### src/rtl/fam_pkg.sv
package fam_pkg;
    // Control character codes checked by the monitor
    localparam logic [7:0] K_FRAME_END = 8'hFC;
    localparam logic [7:0] K_MFRAME_END = 8'h7C;

    typedef struct packed {
        logic irq;
        logic rst_req;
    } fam_irq_state_t;
endpackage

### src/rtl/fam_lane_check.sv
module fam_lane_check #(
    parameter int CNT_W = 8
) (
    input  logic             clk,
    input  logic             rst_n,
    input  logic [7:0]       octet,
    input  logic             is_ctrl,
    input  logic             pos_eof,
    input  logic             pos_eomf,
    input  logic             active,
    input  logic             clr,
    input  logic [CNT_W-1:0] thr,
    output logic [CNT_W-1:0] cnt,
    output logic             over
);
    localparam logic [CNT_W-1:0] CNT_MAX = '1;

    typedef struct packed {
        logic [CNT_W-1:0] cnt;
    } lane_state_t;

    lane_state_t st_d, st_q;
    logic fmark_bad, mfmark_bad, err;

    always_comb begin
        fmark_bad  = is_ctrl && (octet == fam_pkg::K_FRAME_END) && !pos_eof;
        mfmark_bad = is_ctrl && (octet == fam_pkg::K_MFRAME_END) && !pos_eomf;
        err        = active && (fmark_bad || mfmark_bad);
        st_d       = st_q;
        if (clr) begin
            st_d.cnt = '0;
        end else if (err && (st_q.cnt != CNT_MAX)) begin
            st_d.cnt = st_q.cnt + 1'b1;
        end
    end

    always_ff @(posedge clk or negedge rst_n) begin
        if (!rst_n) st_q <= '0;
        else        st_q <= st_d;
    end

    assign cnt  = st_q.cnt;
    assign over = (thr != '0) && (st_q.cnt >= thr);

    // saturated counter never wraps
    a_r7_no_wrap: assert property (@(posedge clk) disable iff (!rst_n)
        (st_q.cnt == CNT_MAX && !clr) |=> (st_q.cnt == CNT_MAX));
    // counter frozen while checking is inactive
    a_r4_idle_hold: assert property (@(posedge clk) disable iff (!rst_n)
        (!active && !clr) |=> $stable(st_q.cnt));
    // clear empties the counter
    a_r11_lane_clear: assert property (@(posedge clk) disable iff (!rst_n)
        clr |=> (st_q.cnt == '0));
    // at most one error counted per cycle
    a_r2_single_step: assert property (@(posedge clk) disable iff (!rst_n)
        !clr |=> (st_q.cnt == $past(st_q.cnt) || st_q.cnt == $past(st_q.cnt) + 1'b1));
endmodule

### src/rtl/fam_irq_ctrl.sv
module fam_irq_ctrl #(
    parameter int NUM_LANES = 4
) (
    input  logic                 clk,
    input  logic                 rst_n,
    input  logic [NUM_LANES-1:0] hit,
    input  logic [NUM_LANES-1:0] lane_en,
    input  logic                 auto_reset,
    input  logic                 clr,
    output logic                 irq,
    output logic                 rst_req
);
    fam_pkg::fam_irq_state_t st_d, st_q;
    logic any_hit;

    always_comb begin
        any_hit = |(hit & lane_en);
        st_d    = st_q;
        if (clr) begin
            st_d = '0;
        end else if (any_hit) begin
            st_d.irq = 1'b1;
            if (auto_reset) st_d.rst_req = 1'b1;
        end
    end

    always_ff @(posedge clk or negedge rst_n) begin
        if (!rst_n) st_q <= '0;
        else        st_q <= st_d;
    end

    assign irq     = st_q.irq;
    assign rst_req = st_q.rst_req;

    // interrupt is sticky until cleared
    a_r9_sticky: assert property (@(posedge clk) disable iff (!rst_n)
        (st_q.irq && !clr) |=> st_q.irq);
    // clear drops interrupt and request
    a_r11_clear: assert property (@(posedge clk) disable iff (!rst_n)
        clr |=> (!st_q.irq && !st_q.rst_req));
    // no enabled hit keeps a quiet interrupt quiet
    a_r10_masked: assert property (@(posedge clk) disable iff (!rst_n)
        (!(|(hit & lane_en)) && !st_q.irq) |=> !st_q.irq);
    // reset request only accompanies the interrupt
    a_r12_req_with_irq: assert property (@(posedge clk) disable iff (!rst_n)
        st_q.rst_req |-> st_q.irq);
    // manual mode never raises a request
    a_r12_manual: assert property (@(posedge clk) disable iff (!rst_n)
        (!auto_reset && !st_q.rst_req) |=> !st_q.rst_req);
endmodule

### src/rtl/fam_monitor.sv
module fam_monitor #(
    parameter int NUM_LANES = 4,
    parameter int CNT_W     = 8
) (
    input  logic                       clk,
    input  logic                       rst_n,
    input  logic [NUM_LANES*8-1:0]     lane_octet,
    input  logic [NUM_LANES-1:0]       lane_is_ctrl,
    input  logic                       pos_eof,
    input  logic                       pos_eomf,
    input  logic                       in_cgs,
    input  logic                       cfg_scramble_en,
    input  logic                       cfg_mon_en,
    input  logic                       cfg_auto_reset,
    input  logic [CNT_W-1:0]           cfg_threshold,
    input  logic [NUM_LANES-1:0]       cfg_lane_en,
    input  logic                       irq_clr,
    output logic                       irq,
    output logic                       link_reset_req,
    output logic [NUM_LANES*CNT_W-1:0] lane_err_cnt,
    output logic [NUM_LANES-1:0]       lane_over
);
    logic check_active;

    assign check_active = cfg_scramble_en && cfg_mon_en && !in_cgs;

    for (genvar g = 0; g < NUM_LANES; g++) begin : g_lane
        fam_lane_check #(.CNT_W(CNT_W)) lane_i (
            .clk      (clk),
            .rst_n    (rst_n),
            .octet    (lane_octet[g*8 +: 8]),
            .is_ctrl  (lane_is_ctrl[g]),
            .pos_eof  (pos_eof),
            .pos_eomf (pos_eomf),
            .active   (check_active),
            .clr      (irq_clr),
            .thr      (cfg_threshold),
            .cnt      (lane_err_cnt[g*CNT_W +: CNT_W]),
            .over     (lane_over[g])
        );
    end

    fam_irq_ctrl #(.NUM_LANES(NUM_LANES)) irq_i (
        .clk        (clk),
        .rst_n      (rst_n),
        .hit        (lane_over),
        .lane_en    (cfg_lane_en),
        .auto_reset (cfg_auto_reset),
        .clr        (irq_clr),
        .irq        (irq),
        .rst_req    (link_reset_req)
    );

    // counters frozen during code group synchronization
    a_r5_cgs_hold: assert property (@(posedge clk) disable iff (!rst_n)
        (in_cgs && !irq_clr) |=> $stable(lane_err_cnt));
endmodule

### config.mk
export PLATFORM = sky130hd
export DESIGN_NAME = fam_monitor
export DESIGN_NICKNAME = d
export VERILOG_FILES = /design/src/rtl/fam_pkg.sv /design/src/rtl/fam_lane_check.sv /design/src/rtl/fam_irq_ctrl.sv /design/src/rtl/fam_monitor.sv
export SDC_FILE = /design/constraint.sdc
export NUM_CORES = 1
export LEC_CHECK = 0
export ABC_AREA = 1
export BUFFER_PORTS_ARGS = -buffer_cell sky130_fd_sc_hd__buf_2
export CAP_MARGIN = 20
export CORE_MARGIN = 3
export CORE_UTILIZATION = 29
export CTS_CLUSTER_SIZE = 10
export DETAILED_ROUTE_END_ITERATION = 16
export SLEW_MARGIN = 20
export SYNTH_ARGS = -nofsm -noshare
export SYNTH_HDL_FRONTEND = slang
export SYNTH_HIERARCHICAL = 1
export SYNTH_SLANG_ARGS = --single-unit
export TNS_END_PERCENT = 5
### constraint.sdc
create_clock -name clk -period 2.7 [get_ports clk]
set_input_delay 0.27 -clock clk [delete_from_list [all_inputs] [get_ports clk]]
set_output_delay 0.27 -clock clk [all_outputs]
set_load 0.01 [all_outputs]
Word level (Yosys, flattened, before mapping)
Cells that the tools add are included.
{"block": "classes", "n_addsub": 4, "multipliers": 0, "div_mod_pow": 0, "magnitude_cmp": 4, "n_eq_ne": 12, "shifts": 0, "n_mux": 11, "n_bitwise": 1, "reduce_logical": 46}
{"operator": "8-bit 2-to-1 mux", "count": 8}
{"operator": "8-bit by 1-bit adder with 8-bit output (second input constant)", "count": 4}
{"operator": "8-bit by 7-bit == test with 1-bit output (second input constant)", "count": 4}
{"operator": "8-bit == test (second input constant)", "count": 4}
{"operator": "8-bit >= comparator", "count": 4}
{"operator": "8-bit inequality test (second input constant)", "count": 4}
{"operator": "1-bit logical AND", "count": 30}
{"operator": "2-bit nonzero test", "count": 6}
{"operator": "8-bit nonzero test", "count": 1}
{"operator": "4-bit bitwise AND", "count": 1}
{"operator": "1-bit logical OR", "count": 4}
{"operator": "2-bit 2-to-1 mux", "count": 2}
{"operator": "4-bit OR reduction", "count": 1}
{"operator": "1-bit zero test", "count": 3}
{"operator": "2-bit AND reduction", "count": 1}
{"operator": "1-bit 2-to-1 mux", "count": 1}
{"block": "totals", "register_bits": 34, "latch_bits": 0, "ram_bits": 0, "rom_bits": 0, "in_bits": 57, "out_inout_bits": 38, "elab_cells": 84, "n_memories": 0}

Longest topological paths before layout
Gate-level depths: netlist of run 1.
{"block": "depth", "ltp_word": 8, "depth_mapped": 15, "ltp_nobuf": 15}

Cells and area by module
Netlist of run 1, hierarchy kept.
{"module": "fam_lane_check", "n_inst": 4, "cells_each": 132, "area_each_um2": 818.3, "seq_area_each_um2": 200.2}
{"module": "fam_irq_ctrl", "n_inst": 1, "cells_each": 13, "area_each_um2": 95.1, "seq_area_each_um2": 50.0}
{"module": "fam_monitor", "n_inst": 1, "cells_each": 2, "area_each_um2": 10.0, "seq_area_each_um2": 0.0}

Worst setup path after synthesis of run 1
No wires, ideal clock.
{"block": "synth_path", "path_type": "reg-to-reg", "startpoint": "register g_lane[1].lane_i.st_q (netlist bit g_lane[1].lane_i/cnt[5])", "endpoint": "register irq_i.st_q (netlist bit irq_i/irq)", "setup_ps": 121, "arrival_ps": 1516, "required_ps": 2579, "setup_slack_ps": 1063, "path_stages_with_launch": 12, "n_path_buf": 0, "period_less_slack_ps": 1637, "path_cell_list": "dfrtp_1 > ha_1 > a21oi_1 > nor2_1 > nor2_1 > nand3_1 > nand2_1 > inv_1 > nand2_1 > nand2_1 > nor3_1 > nor2_1"}
{"block": "synth_between", "elab_chain_cells": 5}
{"item": "start, declared", "line_no": "fam_lane_check.sv:22", "text": "lane_state_t st_d, st_q;"}
{"item": "start signal, assigned", "line_no": "fam_lane_check.sv:39", "text": "else st_q <= st_d;"}
{"item": "8-bit >= comparator", "line_no": "fam_lane_check.sv:43", "text": "assign over = (thr != '0) && (st_q.cnt >= thr);"}
{"item": "1-bit logical AND", "line_no": "fam_lane_check.sv:43"}
{"item": "net lane_over[1]", "line_no": "fam_monitor.sv:21", "text": "output logic [NUM_LANES-1:0] lane_over"}
{"item": "4-bit bitwise AND", "line_no": "fam_irq_ctrl.sv:17", "text": "any_hit = |(hit & lane_en);"}
{"item": "4-bit OR reduction", "line_no": "fam_irq_ctrl.sv:17"}
{"item": "2-bit nonzero test (no line)"}
{"item": "end signal, assigned", "line_no": "fam_irq_ctrl.sv:29", "text": "else st_q <= st_d;"}
{"item": "end, declared", "line_no": "fam_irq_ctrl.sv:13", "text": "fam_pkg::fam_irq_state_t st_d, st_q;"}
The timed path passes the listed nets, and every way through them passes these cells.
A chain may end at the register's enable or synchronous reset.

Final worst setup path of run 1
{"block": "layout_path", "startpoint": "register g_lane[1].lane_i.st_q (netlist bit g_lane[1].lane_i/cnt[5])", "endpoint": "output lane_over[1]"}
{"block": "layout_between", "elab_chain_cells": 2}
{"item": "8-bit >= comparator", "line_no": "fam_lane_check.sv:43"}
{"item": "1-bit logical AND", "line_no": "fam_lane_check.sv:43"}
{"item": "end, declared", "line_no": "fam_monitor.sv:21"}
No other way between the ends.

==> results.json, run 1 <==
{
  "ir_drop_mv": 0.213,
  "fin_skew_ps": 2.68,
  "stdcell_count": 784,
  "cts_tree": "done",
  "drtIter0Drc": 246,
  "antenna_found_initial": 0,
  "cp_max_fo": 9,
  "route.detailed.drc": 0,
  "fmax_ghz": 0.504,
  "max_slew_margin_pct": 44.4,
  "synth.distinct_cells": 20,
  "core_mm2": 0.0111,
  "yosysWarnings": 6,
  "seq_area_frac_synth_pct": 25.2,
  "startpoint_type": "flop",
  "insertion_delay_ps": 270,
  "setup_viol": 0,
  "vias": 3585,
  "die_h_um": 114,
  "p_leak_nw": 2.43,
  "cpMaxStageDelayCell": "dfrtp_1",
  "finalWirelength_um": 9510,
  "tightest_slew_ps": 834,
  "crit_required_ps": 2430,
  "cts_root_buf": "clkbuf_16",
  "grt_use_total_pct": 14.5,
  "path_cells": "ha_1 -> nand2_1 -> nor2_1 -> nand4_1 -> nand3_1 -> nand2_1 -> inv_1 -> buf_2",
  "dp_hpwl_um": 7520,
  "syn_nets": 636,
  "hold_path.class": "in2async",
  "synth_area_mm2": 0.00338,
  "maxCapViolCount": 0,
  "post_cts_buffers": 0,
  "hold_ws_ps": 97.9,
  "cp_common_cell": "nand2_1",
  "ys_ff_latch": 34,
  "period_share_pct": 73.5,
  "row_count": 38,
  "rsz0062_at_grt": "no",
  "gr-total-overflow": 0,
  "drive_above_1_share_pct": 19.9,
  "cts.sinks": 34,
  "grt_pass1_vias": 3350,
  "initial_utilization_pct": 30.4,
  "grt_max_degree": 35,
  "crit_type": "reg2out",
  "arrival_ps": 1720,
  "cts_inserted_buffers": 5,
  "wl_per_cell_um": 12.1,
  "drv_slew": 0,
  "io_pins": 95,
  "hold_viol_final": 0,
  "path_clk_slew_ps": 50,
  "hold_buffers": 0,
  "avgSynthCellArea_um2": 6.22,
  "cts_resized": 0,
  "powerDensity_mw_per_mm2": 345,
  "area_growth_pct": 23.6,
  "end_kind": "output port",
  "crit_path_max_incr_delay_ps": 480,
  "synthCells": 543,
  "gp_congestion": 0.840,
  "final.min_clock_period_ps": 1990,
  "fin_nets": 735,
  "placed_cells": 775,
  "vias_per_cell": 4.57,
  "grt_pass1_wl_um": 15600,
  "drt_pass1_iterations": 4,
  "die_w_um": 114,
  "finalInstanceArea_mm2": 0.00417,
  "ant_nets": 0,
  "placed_area_mm2": 0.00402,
  "status": "completed",
  "htreeDepth": 2,
  "port_buffers": 94,
  "clock_path_buffers": 2,
  "dieArea_mm2": 0.0130,
  "setup_tns_ps": 0
}
worst max-delay path, delay by kind of cell, from the launching register on:
kind	cells	cell delay (ps)
fa+ha+maj	1	340
simple gates	5	410
buf+inv	2	200
flops	1	480
path summary, 6_finish.rpt:
check | cells past startpoint | end | slack (ps) | startpoint
max in group asynchronous | 1 | g_lane[0].lane_i/cnt[4] | 2070 | rst_n
min | 1 | g_lane[2].lane_i/cnt[4] | 100 | rst_n
min reg2reg | 2 | irq_i/irq | 530 | irq_i/irq
min in group clk | 3 | irq_i/rst_req | 270 | cfg_auto_reset
max reg2reg | 11 | irq_i/irq | 900 | g_lane[2].lane_i/cnt[5]
max | 8 | lane_over[1] | 710 | g_lane[1].lane_i/cnt[5]
cell usage after synthesis:
| library cell | n | area (um^2) |
|---|---|---|
| nand2_1 | 199 | 747 |
| inv_1 | 77 | 289 |
| nor2_1 | 73 | 274 |
| nand3_1 | 52 | 260 |
| ha_1 | 36 | 450 |
| dfrtp_1 | 34 | 851 |
| a21oi_1 | 9 | 45.0 |
| nor2_2 | 9 | 56.3 |
| nor3b_1 | 8 | 60.1 |
| nor4_1 | 8 | 50.1 |
| o21bai_1 | 8 | 60.1 |
| a21o_1 | 4 | 30.0 |
| buf_1 | 4 | 15.0 |
| inv_2 | 4 | 15.0 |
| nand2_2 | 4 | 25.0 |
| nand2_4 | 4 | 45.0 |
| nand3_4 | 4 | 70.1 |
| nand4_1 | 4 | 25.0 |
| nor3_1 | 1 | 5.00 |
| o21ai_1 | 1 | 5.00 |
kinds of logic after synthesis:
kind of cell,count (synthesis),synth area share [%]
AO/OA/AOI/OAI,22,4.15
adder cells (fa/ha/maj),36,13.3
buffers and inverters,85,9.44
flip-flops,34,25.2
AND/OR/NAND/NOR,366,47.9
registers in the layout (all words and copies together) (netlist names):
register	count
irq_i/irq	1
irq_i/rst_req	1
g_lane.lane_i/cnt	32
power breakdown:
part / internal [W] / switching [W] / total, W
Clock: 0.000365 / 0.000202 / 0.000567
Sequential: 0.000532 / 0.0000398 / 0.000571
Combinational: 0.000119 / 0.000181 / 0.000300
Total: 0.00102 / 0.000423 / 0.00144
layer usage:
layer | share of wire (%) | track usage (%)
met3 | 5.8 | 2.71
met5 | 0 | 0
met4 | 0.86 | 3.48
met2 | 49 | 25.6
met1 | 44 | 18.2
cells in the final DEF (no fill, tap or decap), types with 2 or more instances in the layout:
| cell type | instances |
|---|---|
| o21bai_1 | 8 |
| a21oi_1 | 9 |
| ha_1 | 36 |
| buf_2 | 94 |
| inv_2 | 4 |
| a21o_1 | 4 |
| nand2_4 | 4 |
| nor2_1 | 73 |
| nand3_1 | 52 |
| nor2_2 | 9 |
| nand4_1 | 4 |
| inv_1 | 77 |
| nand2_2 | 4 |
| nand2_1 | 199 |
| nor4_1 | 8 |
| nand3_4 | 4 |
| clkbuf_16 | 5 |
| buf_4 | 2 |
| dfrtp_1 | 34 |
| nor3b_1 | 8 |
final cells by class:
class | count | area (um^2)
Fill cell | 1209 | 6950
Multi-Input combinational cell | 424 | 2210
Sequential cell | 34 | 851
Timing Repair Buffer | 96 | 485
Inverter | 81 | 304
Tap cell | 140 | 175
Clock buffer | 7 | 143
Clock inverter | 1 | 5.00
Antenna cell | 1 | 2.50
metrics by stage:
stage	utilization, %	worst slack [ps]	power [W]
after global routing	37.5	522	0.00154
after detailed placement	36.2	874	0.000884
after global placement	36.2	934	0.000873
after CTS	37.5	695	0.00148
final	37.5	715	0.00144
after floorplan	-	1060	0.000743
Note: power is estimated with default switching activity, not from simulation.
==> run 2, diff against run 1 <==
clock period = 2 ns   (was 2.7 ns; I/O delays follow)
==> run 2 against run 1 <==
  * Utilization increased by 0.51 points
  * Cell count grew 0.77%
  * Combinational power rose by 43%
  * Clock skew rose by 2.0 ps
  * First-iteration DRC count fell by 18%
  * Sequential share of layout area is 0.064 points lower
  * Global-route usage up 0.10 points
  * Critical path depth unchanged
  * Cell area increased by 1.3%
  * Clock power increased by 30%
  * Register-to-register slack worse by 630 ps
==> results.json, run 2 (synthesis results as in run 1) <==
{
  "status": "completed",
  "ant_nets": 0,
  "finalWirelength_um": 9530,
  "dieArea_mm2": 0.0130,
  "layout_setup_ws_ps": 106,
  "final_cell_mix": "nand2_1 (199), buf_2 (94), inv_1 (77)",
  "hold_path.class": "in2async",
  "vias_per_cell": 4.61,
  "gr-total-overflow": 0,
  "clockPowerShare_pct": 38.2,
  "regToRegEndpoint": "irq_i/irq",
  "powerDensity_mw_per_mm2": 456,
  "crit_type": "reg2out",
  "total_power_w": 0.00193,
  "ff2ff_setup_slack_ps": 270,
  "power.share.sequential_pct": 39.7,
  "drive_above_1_share_pct": 22.0,
  "grt_pass1_vias": 3365,
  "gp_congestion": 0.828,
  "cts_root_buf": "clkbuf_16",
  "cts_resized": 0,
  "setup_viol": 0,
  "post_cts_buffers": 0,
  "setup_tns_ps": 0,
  "cts_tree": "done",
  "hold_ws_ps": 25.2,
  "p_int_w": 0.00134,
  "antenna_found_initial": 0,
  "clock_path_buffers": 2,
  "route.detailed.drc": 0,
  "grt_pass1_wl_um": 15700,
  "hold_buffers": 0,
  "fmax_ghz": 0.528,
  "r2r_cells": 10,
  "maxCapViolCount": 0,
  "drv_slew": 0,
  "grt_max_degree": 35,
  "initial_utilization_pct": 30.4,
  "p_leak_nw": 2.45,
  "insertion_delay_ps": 280,
  "period_share_pct": 94.7,
  "rsz0062_at_grt": "no",
  "num_antenna_cells": 0,
  "area_growth_pct": 25.2,
  "vias": 3645,
  "end_kind": "output port",
  "grt_use_total_pct": 14.6,
  "ir_drop_mv": 0.260,
  "cts_inserted_buffers": 5,
  "final_common_cell": "nand2_1",
  "final.min_clock_period_ps": 1890,
  "seqCellArea_um2": 860,
  "port_buffers": 94,
  "post-place-ws_ps": 257,
  "fin_nets": 743,
  "die_w_um": 114,
  "die_h_um": 114,
  "cp_max_fo": 6,
  "row_count": 38,
  "reg2reg_from": "g_lane[2].lane_i/cnt[7]",
  "io_pins": 95,
  "fin_skew_ps": 4.71,
  "htreeDepth": 2,
  "path_clk_slew_ps": 50,
  "dp_hpwl_um": 7510,
  "fillCellCount": 1197,
  "max_slew_margin_pct": 44.8,
  "p_sw_w": 0.000584,
  "cts.sinks": 34,
  "drt_pass1_iterations": 6,
  "wl_per_cell_um": 12.1,
  "core_mm2": 0.0111,
  "tightest_slew_ps": 828,
  "swShare_pct": 30.3,
  "multi_input_area_mm2": 0.00221,
  "startpoint_type": "flop",
  "crit_required_ps": 1800,
  "drtIter0Drc": 201,
  "arrival_ps": 1690,
  "largest_reg_flops": 32,
  "hold_viol_final": 0,
  "p_comb_share_pct": 22.2
}
-- run 2: changes by cell type in the layout (fill, tap and decap cells not counted), sizes merged --
cell    change
diode       -1
buf         +8
clkinv      -1
-- run 2: worst max-delay path by stage --
stage	start	endpoint	slack [ps]	depth (start not counted)
finish	g_lane[2].lane_i/cnt[7]	lane_over[2]	110	8
detailed placement	cfg_threshold[5]	irq_i/irq	260	13
CTS	g_lane[0].lane_i/cnt[7]	lane_over[0]	50	8
floorplan	g_lane[1].lane_i/cnt[5]	irq_i/irq	360	11
global placement	cfg_threshold[5]	irq_i/irq	320	13
global route	g_lane[0].lane_i/cnt[7]	lane_over[0]	2	8
-- run 2: per-stage QoR --
stage	util, %	area [um^2]	instances
detailed placement	36.7	4080	783
CTS	37.9	4220	790
finish	38.0	4230	790
global placement	36.7	4080	783
global route	38.0	4230	790
floorplan	-	3380	543
-- run 2: layout make-up --
cell class	instances	area share, %
multi-input combinational	424	52.3
inverter	81	7.19
timing repair buffer	104	12.9
sequential	34	20.3
tap	140	4.14
clock buffer	7	3.14
-- run 2: power by group through the flow --
| stage | combinational, W | clock [W] | sequential (W) |
|---|---|---|---|
| after floorplan | 0.000219 | 0 | 0.000784 |
| after global placement | 0.000417 | 0 | 0.000774 |
| after detailed placement | 0.000430 | 0 | 0.000776 |
| after CTS | 0.000433 | 0.000750 | 0.000765 |
| after global routing | 0.000496 | 0.000778 | 0.000772 |
| final | 0.000428 | 0.000735 | 0.000764 |
-- run 2: metal layers --
metal  share of wire [%]  track usage (%)
met5                   0                0
met4                0.54             3.33
met3                 4.7             2.65
met2                  49             25.3
met1                  46             19.0
-- run 2: worst max-delay path, cell delays in order (launching register included) --
cell	delay [ps]
dfrtp_2	440
ha_1	320
nand2_1	90
nor2_2	140
nand4_1	90
nand3_1	90
nand2_1	50
inv_1	70
buf_2	130
==> run 3, diff against run 2 <==
CTS_CLUSTER_DIAMETER = 40   (was default)
MAX_ROUTING_LAYER = met4   (was default)
==> run 3 against run 2 <==
  * Via count barely moved
  * Sequential share of layout area did not move
  * Largest power group unchanged
  * Sequential power barely moved
  * Clock power about the same
  * Critical endpoint unchanged
  * Critical path type unchanged
==> results.json, run 3 (synthesis results as in run 1) <==
{
  "status": "completed",
  "crit_type": "reg2out",
  "gr-total-overflow": 0,
  "r2r_cells": 10,
  "final_cell_mix": "nand2_1 (199), buf_2 (94), inv_1 (77)",
  "gp_congestion": 0.840,
  "ant_nets": 0,
  "crit_path_max_incr_delay_ps": 440,
  "die_h_um": 114,
  "grt_use_total_pct": 15.1,
  "path_clk_slew_ps": 50,
  "setup_viol": 0,
  "hold_buffers": 0,
  "crit_required_ps": 1800,
  "dp_hpwl_um": 7510,
  "seqCellArea_um2": 860,
  "cts_root_buf": "clkbuf_16",
  "post-place-ws_ps": 257,
  "clockPowerShare_pct": 38.0,
  "core_mm2": 0.0111,
  "drv_slew": 0,
  "end_kind": "output port",
  "drtIter0Drc": 184,
  "cp_common_cell": "nand2_1",
  "p_sw_w": 0.000581,
  "power.share.sequential_pct": 39.7,
  "route.detailed.drc": 0,
  "cp_max_fo": 6,
  "drive_above_1_share_pct": 22.0,
  "cpMaxStageDelayCell": "dfrtp_2",
  "vias_per_cell": 4.62,
  "p_comb_share_pct": 22.3,
  "p_leak_nw": 2.45,
  "final.min_clock_period_ps": 1890,
  "startpoint_type": "flop",
  "rsz0062_at_grt": "no",
  "critPathBufInv": 2,
  "htreeDepth": 2,
  "fmax_ghz": 0.530,
  "cts.sinks": 34,
  "maxCapViolCount": 0,
  "crit_family": "simple AND/OR/NAND/NOR gates",
  "p_int_w": 0.00134,
  "hold_path.class": "in2async",
  "area_growth_pct": 25.2,
  "grt_pass1_wl_um": 15700,
  "setup_tns_ps": 0,
  "layout_setup_ws_ps": 112,
  "insertion_delay_ps": 280,
  "num_antenna_cells": 0,
  "antenna_found_initial": 0,
  "ir_drop_mv": 0.260,
  "post_cts_buffers": 0,
  "powerDensity_mw_per_mm2": 455,
  "drt_pass1_iterations": 4,
  "cts_resized": 0,
  "hold_viol_final": 0,
  "cts_inserted_buffers": 5,
  "finalWirelength_um": 9550,
  "die_w_um": 114,
  "cts_tree": "done",
  "path_cells": "ha_1 -> nand2_1 -> nor2_2 -> nand4_1 -> nand3_1 -> nand2_1 -> inv_1 -> buf_2",
  "grt_pass1_vias": 3366,
  "grt_max_degree": 35,
  "period_share_pct": 94.4,
  "largest_reg_flops": 32,
  "clock_path_buffers": 2,
  "vias": 3646,
  "io_pins": 95,
  "multi_input_area_mm2": 0.00221,
  "wl_per_cell_um": 12.1,
  "max_slew_margin_pct": 44.8,
  "fin_nets": 743,
  "row_count": 38,
  "critical_path_depth": 8,
  "arrival_ps": 1690,
  "fillCellCount": 1197,
  "dieArea_mm2": 0.0130,
  "fin_skew_ps": 3.45,
  "swShare_pct": 30.2,
  "final_common_cell": "nand2_1",
  "initial_utilization_pct": 30.4,
  "port_buffers": 94,
  "tightest_slew_ps": 828
}
[run 3: cell counts in the layout (fill, tap and decap cells not counted)]
No cell type changed its count.
[run 3: path summary, 6_finish.rpt]
| path | start | endpoint | slack [ps] |
|---|---|---|---|
| worst max-delay path | g_lane[2].lane_i/cnt[7] | lane_over[2] | 110 |
| worst min-delay path | rst_n | g_lane[2].lane_i/cnt[4] | 20 |
| worst max register to register | g_lane[2].lane_i/cnt[7] | irq_i/irq | 270 |
| worst min register to register | irq_i/rst_req | irq_i/rst_req | 510 |
| max in group asynchronous | rst_n | g_lane[0].lane_i/cnt[3] | 1400 |
| min in group clk | cfg_auto_reset | irq_i/rst_req | 190 |
[run 3: area by class of cell]
class / instances / share of cell area (%)
clock buffer: 7 / 3.14
multi-input combinational: 424 / 52.3
sequential: 34 / 20.3
timing repair buffer: 104 / 12.9
inverter: 81 / 7.19
tap: 140 / 4.14
[run 3: per-layer routing]
metal	wire length, um	global-route usage [%]	vias to the layer above
met4	49	3.33	0
li1	-	-	1918
met3	375	2.23	4
met1	4450	19.3	1652
met2	4670	25.2	72
met5	0	-	-
[run 3: power groups by stage]
stage	Combinational, W	Clock, W	Sequential (W)
after floorplan	0.000219	0	0.000784
after detailed placement	0.000430	0	0.000776
final	0.000429	0.000732	0.000764
after CTS	0.000433	0.000750	0.000765
after global routing	0.000496	0.000778	0.000772
after global placement	0.000417	0	0.000774
[run 3: per-stage QoR]
| step | area (um^2) | instances | hold slack (ps) | util [%] | power, W |
|---|---|---|---|---|---|
| floorplan | 3380 | 543 | -95.6 | - | 0.00100 |
| global placement | 4080 | 783 | 351 | 36.7 | 0.00119 |
| detailed placement | 4080 | 783 | 356 | 36.7 | 0.00121 |
| CTS | 4220 | 790 | 60.0 | 37.9 | 0.00195 |
| global route | 4230 | 790 | 97.0 | 38.0 | 0.00205 |
| finish | 4230 | 790 | 24.8 | 38.0 | 0.00192 |
